<file path="config.mk">
export PLATFORM = sky130hd
export DESIGN_NAME = scan_route_top
export DESIGN_NICKNAME = d
export VERILOG_FILES = /design/src/rtl/scan_route_pkg.sv /design/src/rtl/scan_route_ctrl.sv /design/src/rtl/scan_route_datapath.sv /design/src/rtl/scan_route_top.sv
export SDC_FILE = /design/constraint.sdc
export NUM_CORES = 1
export LEC_CHECK = 0
export ABC_AREA = 1
export BUFFER_PORTS_ARGS = -buffer_cell sky130_fd_sc_hd__buf_2
export CAP_MARGIN = 10
export CORE_MARGIN = 3
export CORE_UTILIZATION = 61
export DETAILED_ROUTE_END_ITERATION = 6
export GPL_ROUTABILITY_DRIVEN = 0
export PLACE_DENSITY = 0.81
export SLEW_MARGIN = 0
export SYNTH_ARGS = -nofsm -noshare
export SYNTH_HDL_FRONTEND = slang
export SYNTH_SLANG_ARGS = --single-unit
</file>
<file path="constraint.sdc">
create_clock -name clk -period 1.9 [get_ports clk]
set_input_delay 0.285 -clock clk [delete_from_list [all_inputs] [get_ports clk]]
set_output_delay 0.285 -clock clk [all_outputs]
set_load 0.005 [all_outputs]
</file>
<file path="src/rtl/scan_route_pkg.sv">
package scan_route_pkg;
  localparam int ADDR_W = 4;
  localparam logic [ADDR_W-1:0] IDLE_CODE = 4'hF;

  typedef struct packed {
    logic shift;
    logic update;
  } routeStrobe_t;
endpackage

</file>
<file path="src/rtl/scan_route_ctrl.sv">
module scan_route_ctrl
  import scan_route_pkg::*;
(
  input  logic         cfgShiftEn,
  input  logic         cfgUpdate,
  output routeStrobe_t stb
);
  always_comb begin
    stb.shift  = cfgShiftEn;
    stb.update = cfgUpdate;
  end
endmodule

</file>
<file path="src/rtl/scan_route_datapath.sv">
module scan_route_datapath
  import scan_route_pkg::*;
#(
  parameter int NUM_IN_CH  = 4,
  parameter int NUM_OUT_CH = 2,
  parameter int NUM_CORES  = 4,
  parameter int CORE_IN_W  = 2,
  parameter logic [NUM_CORES*ADDR_W-1:0] CORE_ADDR = 16'h2210
) (
  input  logic                          clk,
  input  logic                          rstN,
  input  routeStrobe_t                  stb,
  input  logic                          cfgSi,
  input  logic [NUM_IN_CH-1:0]          tstIn,
  output logic [NUM_CORES*CORE_IN_W-1:0] coreIn,
  input  logic [NUM_CORES-1:0]          coreOut,
  output logic [NUM_OUT_CH-1:0]         tstOut
);
  localparam int CHAIN_LEN = (NUM_IN_CH + NUM_OUT_CH) * ADDR_W;

  logic [CHAIN_LEN-1:0] chainQ;
  logic [CHAIN_LEN-1:0] shadowQ;

  // Control chain and shadow copy; reset makes every code idle
  always_ff @(posedge clk or negedge rstN) begin
    if (!rstN) begin
      chainQ  <= '1;
      shadowQ <= '1;
    end else begin
      if (stb.shift)  chainQ  <= {cfgSi, chainQ[CHAIN_LEN-1:1]};
      if (stb.update) shadowQ <= chainQ;
    end
  end

  // Demultiplexers with OR-merge at each core pin
  for (genvar c = 0; c < NUM_CORES; c++) begin : g_core
    for (genvar p = 0; p < CORE_IN_W; p++) begin : g_pin
      logic [NUM_IN_CH-1:0] hit;
      always_comb begin
        for (int i = 0; i < NUM_IN_CH; i++) begin
          hit[i] = ((i % CORE_IN_W) == p) &&
                   (shadowQ[i*ADDR_W +: ADDR_W] == CORE_ADDR[c*ADDR_W +: ADDR_W]) &&
                   tstIn[i];
        end
      end
      assign coreIn[c*CORE_IN_W + p] = |hit;
    end
  end

  // Response multiplexers
  for (genvar o = 0; o < NUM_OUT_CH; o++) begin : g_out
    logic [ADDR_W-1:0] sel;
    logic              outBit;
    assign sel = shadowQ[(NUM_IN_CH + o)*ADDR_W +: ADDR_W];
    always_comb begin
      outBit = 1'b0;
      for (int c = 0; c < NUM_CORES; c++) begin
        if (sel == ADDR_W'(c)) outBit = coreOut[c];
      end
    end
    assign tstOut[o] = outBit;
  end
endmodule

</file>
<file path="src/rtl/scan_route_top.sv">
module scan_route_top
  import scan_route_pkg::*;
#(
  parameter int NUM_IN_CH  = 4,
  parameter int NUM_OUT_CH = 2,
  parameter int NUM_CORES  = 4,
  parameter int CORE_IN_W  = 2,
  parameter logic [NUM_CORES*ADDR_W-1:0] CORE_ADDR = 16'h2210
) (
  input  logic                           clk,
  input  logic                           rstN,
  input  logic                           cfgShiftEn,
  input  logic                           cfgSi,
  input  logic                           cfgUpdate,
  input  logic [NUM_IN_CH-1:0]           tstIn,
  output logic [NUM_CORES*CORE_IN_W-1:0] coreIn,
  input  logic [NUM_CORES-1:0]           coreOut,
  output logic [NUM_OUT_CH-1:0]          tstOut
);
  routeStrobe_t stb;

  scan_route_ctrl u_ctrl (
    .cfgShiftEn (cfgShiftEn),
    .cfgUpdate  (cfgUpdate),
    .stb        (stb)
  );

  scan_route_datapath #(
    .NUM_IN_CH  (NUM_IN_CH),
    .NUM_OUT_CH (NUM_OUT_CH),
    .NUM_CORES  (NUM_CORES),
    .CORE_IN_W  (CORE_IN_W),
    .CORE_ADDR  (CORE_ADDR)
  ) u_dp (
    .clk     (clk),
    .rstN    (rstN),
    .stb     (stb),
    .cfgSi   (cfgSi),
    .tstIn   (tstIn),
    .coreIn  (coreIn),
    .coreOut (coreOut),
    .tstOut  (tstOut)
  );
endmodule

</file>
**Yosys cells after proc, flatten, opt, wreduce, memory -nomap -nowiden**

Cells that the tools add are included.

- Equality and inequality tests: 14
- Mux-type cells: 8
- Reduce and logical (&&, ||, !) cells: 24

Operator list:

| operator | number |
|---|---|
| 4-bit by 2-bit == test with 1-bit output, second input constant | 8 |
| 4-bit by 1-bit == test with 1-bit output, second input constant | 6 |
| 4-bit zero test | 6 |
| 1-bit logical AND | 12 |
| 2-bit OR reduction | 6 |
| 1-bit two-way mux | 8 |

- Register bits: 48
- Input port bits: 13
- Word-level logic and storage cells: 48
- Output and inout bits: 10

**Depth between registers and ports, before layout**

Gate-level depths: netlist (run 1).

- Depth in word-level cells: 5
- Depth in mapped cells: 6
- Mapped depth without buffers: 5

**Cells and area by module**

A second synthesis (run 1) with hierarchy kept.

- Cells, all modules: 219
- Area, all modules: 2,068.2 µm²

Modules (own cells, without submodules):

| module | cells each | sequential area each (µm²) | area each (µm²) | instances |
|---|---|---|---|---|
| scan_route_datapath | 217 | 1,261.2 | 2,053.2 | 1 |
| scan_route_ctrl | 2 | 0.0 | 15.0 | 1 |

**Worst setup path before layout (run 1)**

Ideal clock, no wire load.

- Path kind: register -> output
- From: register u_dp.shadowQ[5]
- To: output port coreIn[7]
- Data required time: 1,615 ps
- Setup slack: 666 ps
- Data arrival time: 949 ps
- Path buffers: 1
- Stages on the path, launching flop included: 4
- Cell sequence: dfstp_2 > inv_1 > o21ai_0 > buf_4

- Cells in the longest elaborated chain, start to end: 3

RTL lines:

| element | RTL line | text |
|---|---|---|
| start: declaration | scan_route_datapath.sv:22 | `logic [CHAIN_LEN-1:0] shadowQ;` |
| start signal: assignment | scan_route_datapath.sv:31 | `if (stb.update) shadowQ <= chainQ;` |
| 4-bit by 2-bit == test with 1-bit output | n/a |  |
| 1-bit logical AND | n/a |  |
| 2-bit OR reduction | n/a |  |
| end: declaration | scan_route_top.sv:16 | `output logic [NUM_CORES*CORE_IN_W-1:0] coreIn,` |

No other way between the ends.

**Worst setup path after layout (run 1)**

- From: register u_dp.shadowQ[7]
- To: output port coreIn[5]

- Cells in the longest elaborated chain, start to end: 3

RTL lines:

| element | RTL line | text |
|---|---|---|
| 4-bit by 2-bit == test with 1-bit output | n/a |  |
| 1-bit logical AND | scan_route_datapath.sv:42 | `(shadowQ[i*ADDR_W +: ADDR_W] == CORE_ADDR[c*ADDR_W +: ADDR_W]) &&` |
| 2-bit OR reduction | scan_route_datapath.sv:46 | `assign coreIn[c*CORE_IN_W + p] = \|hit;` |

No other way between the ends.

==> results of run 1 <==
==> cells by family after synthesis <==
group,Yosys count,share of synthesized area
muxes,4,0.02143
buffers and inverters,42,0.1083
and+or+nand+nor,80,0.1512
DFF,48,0.6000
AOI/OAI and AO/OA,50,0.1190
==> synth_stat cells <==
| master | instances |
|---|---|
| mux2_2 | 4 |
| buf_2 | 2 |
| o21ai_1 | 3 |
| nand2_1 | 34 |
| dfstp_2 | 48 |
| o21ai_0 | 27 |
| inv_1 | 28 |
| a21oi_1 | 20 |
| nor2_1 | 34 |
| nand4_1 | 2 |
| buf_6 | 6 |
| buf_4 | 6 |
| nand3_1 | 10 |
==> critical path: stages (launching register included) <==
cell	delay, ps
dfstp_2	390
nor2_1	150
nand3_1	100
o21ai_0	190
buf_2	140
==> per-layer routing <==
metal | share of wire | up-vias
met3 | 0.043 | 5
met1 | 0.50 | 683
li1 | - | 749
met4 | 0.013 | 0
met2 | 0.44 | 26
met5 | 0 | -
==> flip-flops by register name, summed over array words and instances, names as in the netlist <==
| name | count |
|---|---|
| u_dp.shadowQ | 24 |
| u_dp.chainQ | 24 |
==> how the worst max path moves through the flow <==
stage,endpoint,slack [ps],cells after the start
after global routing,coreIn[7],180,4
after floorplan,coreIn[7],670,3
after CTS,coreIn[5],260,4
after global placement,coreIn[7],690,4
final,coreIn[5],280,4
after detailed placement,coreIn[5],670,4
==> final cells by class <==
type,count,area [sq um]
Inverter,28,105.1
Multi-Input combinational cell,134,613.1
Sequential cell,48,1261
Clock buffer,7,65.06
Timing Repair Buffer,26,152.6
Fill cell,249,925.9
Tap cell,44,55.05
==> power groups by stage <==
stage / sequential (mW) / clock [mW] / combinational [mW]
floorplan: 1.38 / 0 / 0.262
global placement: 1.40 / 0 / 0.331
detailed placement: 1.41 / 0 / 0.344
CTS: 1.39 / 0.511 / 0.348
global route: 1.42 / 0.563 / 0.404
finish: 1.39 / 0.503 / 0.344
==> run metrics, run 1 <==
origin of the worst min-delay path=cfgSi; f_max=roughly 620 MHz; Final WS setup=around 280 ps; Netlist cell types=13; commonest non-fill, non-tap cell in the layout=dfstp_2; max-capacitance violation count=0; Placement Rows=20; Clock Sinks=48; Worst-path clk slew=about 130 ps; Period minus WS final=between 1500 and 2000 ps; # diodes=0; Avg WL per Cell=about 12 um; synthesized area per cell=between 9 and 10 sq um; Net count, final=256; Hold Vio Cnt, Final=0; dpl cell area=between 0.002 and 0.0025 sq mm; r2r setup slk=around 1000 ps; Die Ht=64.70 um; DRC viols=0; Reg-to-Reg End=u_dp.chainQ[14]$_DFFE_PN1P_; CTS Root Cell=clkbuf_4; CP arrival=about 1300 ps; Synth Register Bits=48; Power Dens Cells=just under 1000 mW/mm^2; Synth Instances=approximately 220; Post-CTS Setup Bufs=0; RSZ-0062 raised after global routing=false; Layout Cells excl Fill=287; clk_skew=roughly 4.8 ps; Layout area overhead=7.143%; H-Tree Depth=2; LEAKAGE=roughly 1.0 nW; worst hold margin=about 130 ps; drt total wl=3468 um; vias per cell=between 5 and 6; Slew @ Worst Pin=about 500 ps; Yosys top cell area share=0.6000; Comb power frac=0.154; Worst Hold Class=input pin to flop; Final Max Slew Viols=0; DP Cell Count=280; GRT overflow=0; hold_buf cts=0; YS warnings=0; core box area=0.003178 sq mm; Post-Layout Inst Area=around 0.0023 sq mm; P_sw=a little under 0.6 mW; Initial DRC Count=76; TritonRoute pass-1 iters=4; Setup TNS Final=0 ps; largest net degree at the start of global routing=49; met3 Resource Use GR=0.04853; first-pass GRT wire length=approximately 6000 um; cts repair resizes=0; crit path kind=flop to primary output; CP Max Fanout=2; initial antenna violation count=0; Total GRT Usage=0.1914; Starting Density=0.6614; I/O pins=23; top cells by area, synth=dfstp_2, o21ai_0, nand2_1; Rel. slew slack=0.6623; area leader, netlist=dfstp_2; DIE AREA=approximately 0.0042 sq mm; met1 Track Usage GR=0.2654; crit path launch type=flop; Final period util=0.8502; most frequent cells in the layout=dfstp_2, nor2_1, nand2_1; nature of the critical path endpoint=primary output; Max VDD drop=0.6830 mV; Die X=about 65 um; Int Pwr=between 1.5 and 2 mW; Worst-Skew Late Latency=350 ps; Seq/Total Area, Yosys=0.6000; Worst Hold Path EP=u_dp.chainQ[23]$_DFFE_PN1P_; CTS tree=yes; clk buf depth=2; Req. time, crit path=around 1600 ps; Tot Pwr=2.240 mW; layout cells sized above 1=0.3498; status=completed; Seq pwr share=0.622; Layout Utilization=0.7087; Place WS=~670 ps; switch share=0.2655; hold path depth=3; vias in the first global route=1400; mapped cell area=around 0.0021 sq mm; buffers added on ports=22; gr busiest metal=met2; via count=about 1500; R2R depth=2; Setup-failing EPs final=0; met2 Resource Use GR=0.2874; Worst Setup SP=u_dp.shadowQ[7]$_DFFE_PN1P_; post-route ant nets=0; Syn Nets=between 200 and 250; post-DP HPWL=about 2500 um; Worst R2R Start=u_dp.chainQ[14]$_DFFE_PN1P_; Num CTS Buffers=5; clock share of power=0.224
Power figures use the tool's default switching activity.
==> run 2, diff against run 1 <==
CORE_UTILIZATION = 55   (was 61)
PLACE_DENSITY = 0.75   (was 0.81)
==> run 2 against run 1 <==
Combinational power barely moved. Highest routed layer unchanged. Die area rose by 9.9%. Design area rose by 2.6%. Global-route usage fell by 1.7 points.
==> run metrics, run 2 (same netlist as run 1, synthesis figures left out) <==
DRC viols=0 (unchanged); worst hold margin=183.7 ps (+54.52 ps); Comb power frac=0.140 (-0.014); Clock Sinks=48 (unchanged); Max VDD drop=0.6421 mV (-6.0%); Placement Rows=21 (+5.0%); largest net degree at the start of global routing=49 (unchanged); Setup TNS Final=0 ps (unchanged); drt total wl=3404 um (-1.8%); Worst Hold Class=input pin to async pin; status=completed; H-Tree Depth=2 (unchanged); Worst-path clk slew=70 ps (-60 ps); RSZ-0062 raised after global routing=false; Worst-Skew Late Latency=300 ps (-50 ps); Total GRT Usage=0.1748 (-0.01661); LEAKAGE=1.045 nW (+2.2%); Place WS=631.6 ps (-42.83 ps); Net count, final=256 (unchanged); post-route ant nets=0 (unchanged); Hold Vio Cnt, Final=0 (unchanged); clk buf depth=2 (unchanged); crit path kind=flop to primary output; Post-CTS Setup Bufs=0 (unchanged); via count=1449 (-0.96%); Num CTS Buffers=5 (unchanged); buffers added on ports=22 (unchanged); max-capacitance violation count=0 (unchanged); Slew @ Worst Pin=482.2 ps (-24.37 ps); Starting Density=0.6015 (-0.05991); P_sw=0.6139 mW (+3.2%); Int Pwr=1.829 mW (+11%); first-pass GRT wire length=5865 um (-3.3%); Final WS setup=288.2 ps (+3.636 ps); Period minus WS final=1612 ps (-3.636 ps); core box area=0.003495 sq mm (+10%); vias in the first global route=1376 (-1.7%); crit path launch type=flop; nature of the critical path endpoint=primary output; Setup-failing EPs final=0 (unchanged); commonest non-fill, non-tap cell in the layout=dfstp_2; Tot Pwr=2.443 mW (+9.0%); CTS Root Cell=clkbuf_8; clk_skew=7.548 ps (+2.733 ps); CTS tree=yes; Initial DRC Count=99 (+30%); Layout area overhead=9.881%; biggest regs=u_dp.chainQ (24), u_dp.shadowQ (24); switch share=0.2513 (-0.01420); Die Ht=67.82 um (+4.8%); TritonRoute pass-1 iters=4 (unchanged); Final Max Slew Viols=0 (unchanged); cts repair resizes=0 (unchanged); Req. time, crit path=1620 ps (about the same); DIE AREA=0.004600 sq mm (+9.9%); f_max=620.4 MHz (+0.23%); initial antenna violation count=0 (unchanged); most frequent cells in the layout=dfstp_2, nor2_1, nand2_1; CP arrival=1330 ps (about the same); Layout Utilization=0.6609 (-0.04772); Die X=67.82 um (+4.8%); clock share of power=0.290 (+0.066); Final period util=0.8483 (-0.001914); Seq pwr share=0.570 (-0.052); Avg WL per Cell=11.74 um (-2.9%); hold_buf cts=0 (unchanged); layout cells sized above 1=0.3484 (-0.001434); Power Dens Cells=1058 mW/mm^2 (+6.3%); # diodes=0 (unchanged); I/O pins=23 (unchanged); vias per cell=4.997 (-2.0%); post-DP HPWL=2355 um (-4.3%); Rel. slew slack=0.6785 (+0.01625); GRT overflow=0 (unchanged); CP Max Fanout=2 (unchanged)
[run 2: cell count changes in the layout (fill, tap and decap cells not counted)]
cell	before	now
bufinv_16	0	1
clkinv_2	0	1
buf_4	3	2
buf_12	1	2
clkbuf_8	2	5
clkbuf_4	5	0
clkbuf_1	0	1
[run 2: per-layer routing]
| layer | share of wire | vias up | global-route usage |
|---|---|---|---|
| met3 | 0.034 | 6 | 0.05747 |
| met4 | 0.019 | 0 | 0.08437 |
| met5 | 0 | - | 0 |
| li1 | - | 739 | - |
| met2 | 0.49 | 15 | 0.2795 |
| met1 | 0.46 | 689 | 0.2134 |
[run 2: layout make-up]
cell class | count | area (sq um)
repair buffers | 26 | 165.2
well taps | 46 | 57.56
inverters | 28 | 105.1
clock inverters | 2 | 35.03
multi-input cells | 134 | 613.1
flip-flops and latches | 48 | 1261
clock buffers | 6 | 72.57
fillers | 303 | 1185
[run 2: through the flow]
| stage | instance area [sq um] | instances |
|---|---|---|
| floorplan | 2102 | 224 |
| global placement | 2202 | 282 |
| detailed placement | 2202 | 282 |
| CTS | 2310 | 290 |
| global route | 2310 | 290 |
| finish | 2310 | 290 |
[run 2: final timing paths]
check	from	to	slack, ps	depth (start not counted)
min in group clk	cfgSi	u_dp.chainQ[23]$_DFFE_PN1P_	210	3
worst max-delay path	u_dp.shadowQ[7]$_DFFE_PN1P_	coreIn[5]	290	4
max in group asynchronous	rstN	u_dp.shadowQ[14]$_DFFE_PN1P_	1680	2
worst min-delay path	rstN	u_dp.shadowQ[6]$_DFFE_PN1P_	180	2
worst min register to register	u_dp.chainQ[19]$_DFFE_PN1P_	u_dp.chainQ[18]$_DFFE_PN1P_	480	2
worst max register to register	u_dp.chainQ[3]$_DFFE_PN1P_	u_dp.chainQ[3]$_DFFE_PN1P_	1060	2
[run 2: critical path, stage by stage (launching register included)]
cell	delay, ps
dfstp_2	370
nor2_1	180
nand3_1	120
o21ai_0	200
buf_2	150
[run 2: power by group through the flow]
stage	Clock [mW]	Sequential, mW	Combinational, mW
final	0.708	1.39	0.342
after global routing	0.774	1.41	0.399
after CTS	0.733	1.39	0.348
after detailed placement	0	1.41	0.345
after global placement	0	1.40	0.334
after floorplan	0	1.38	0.262
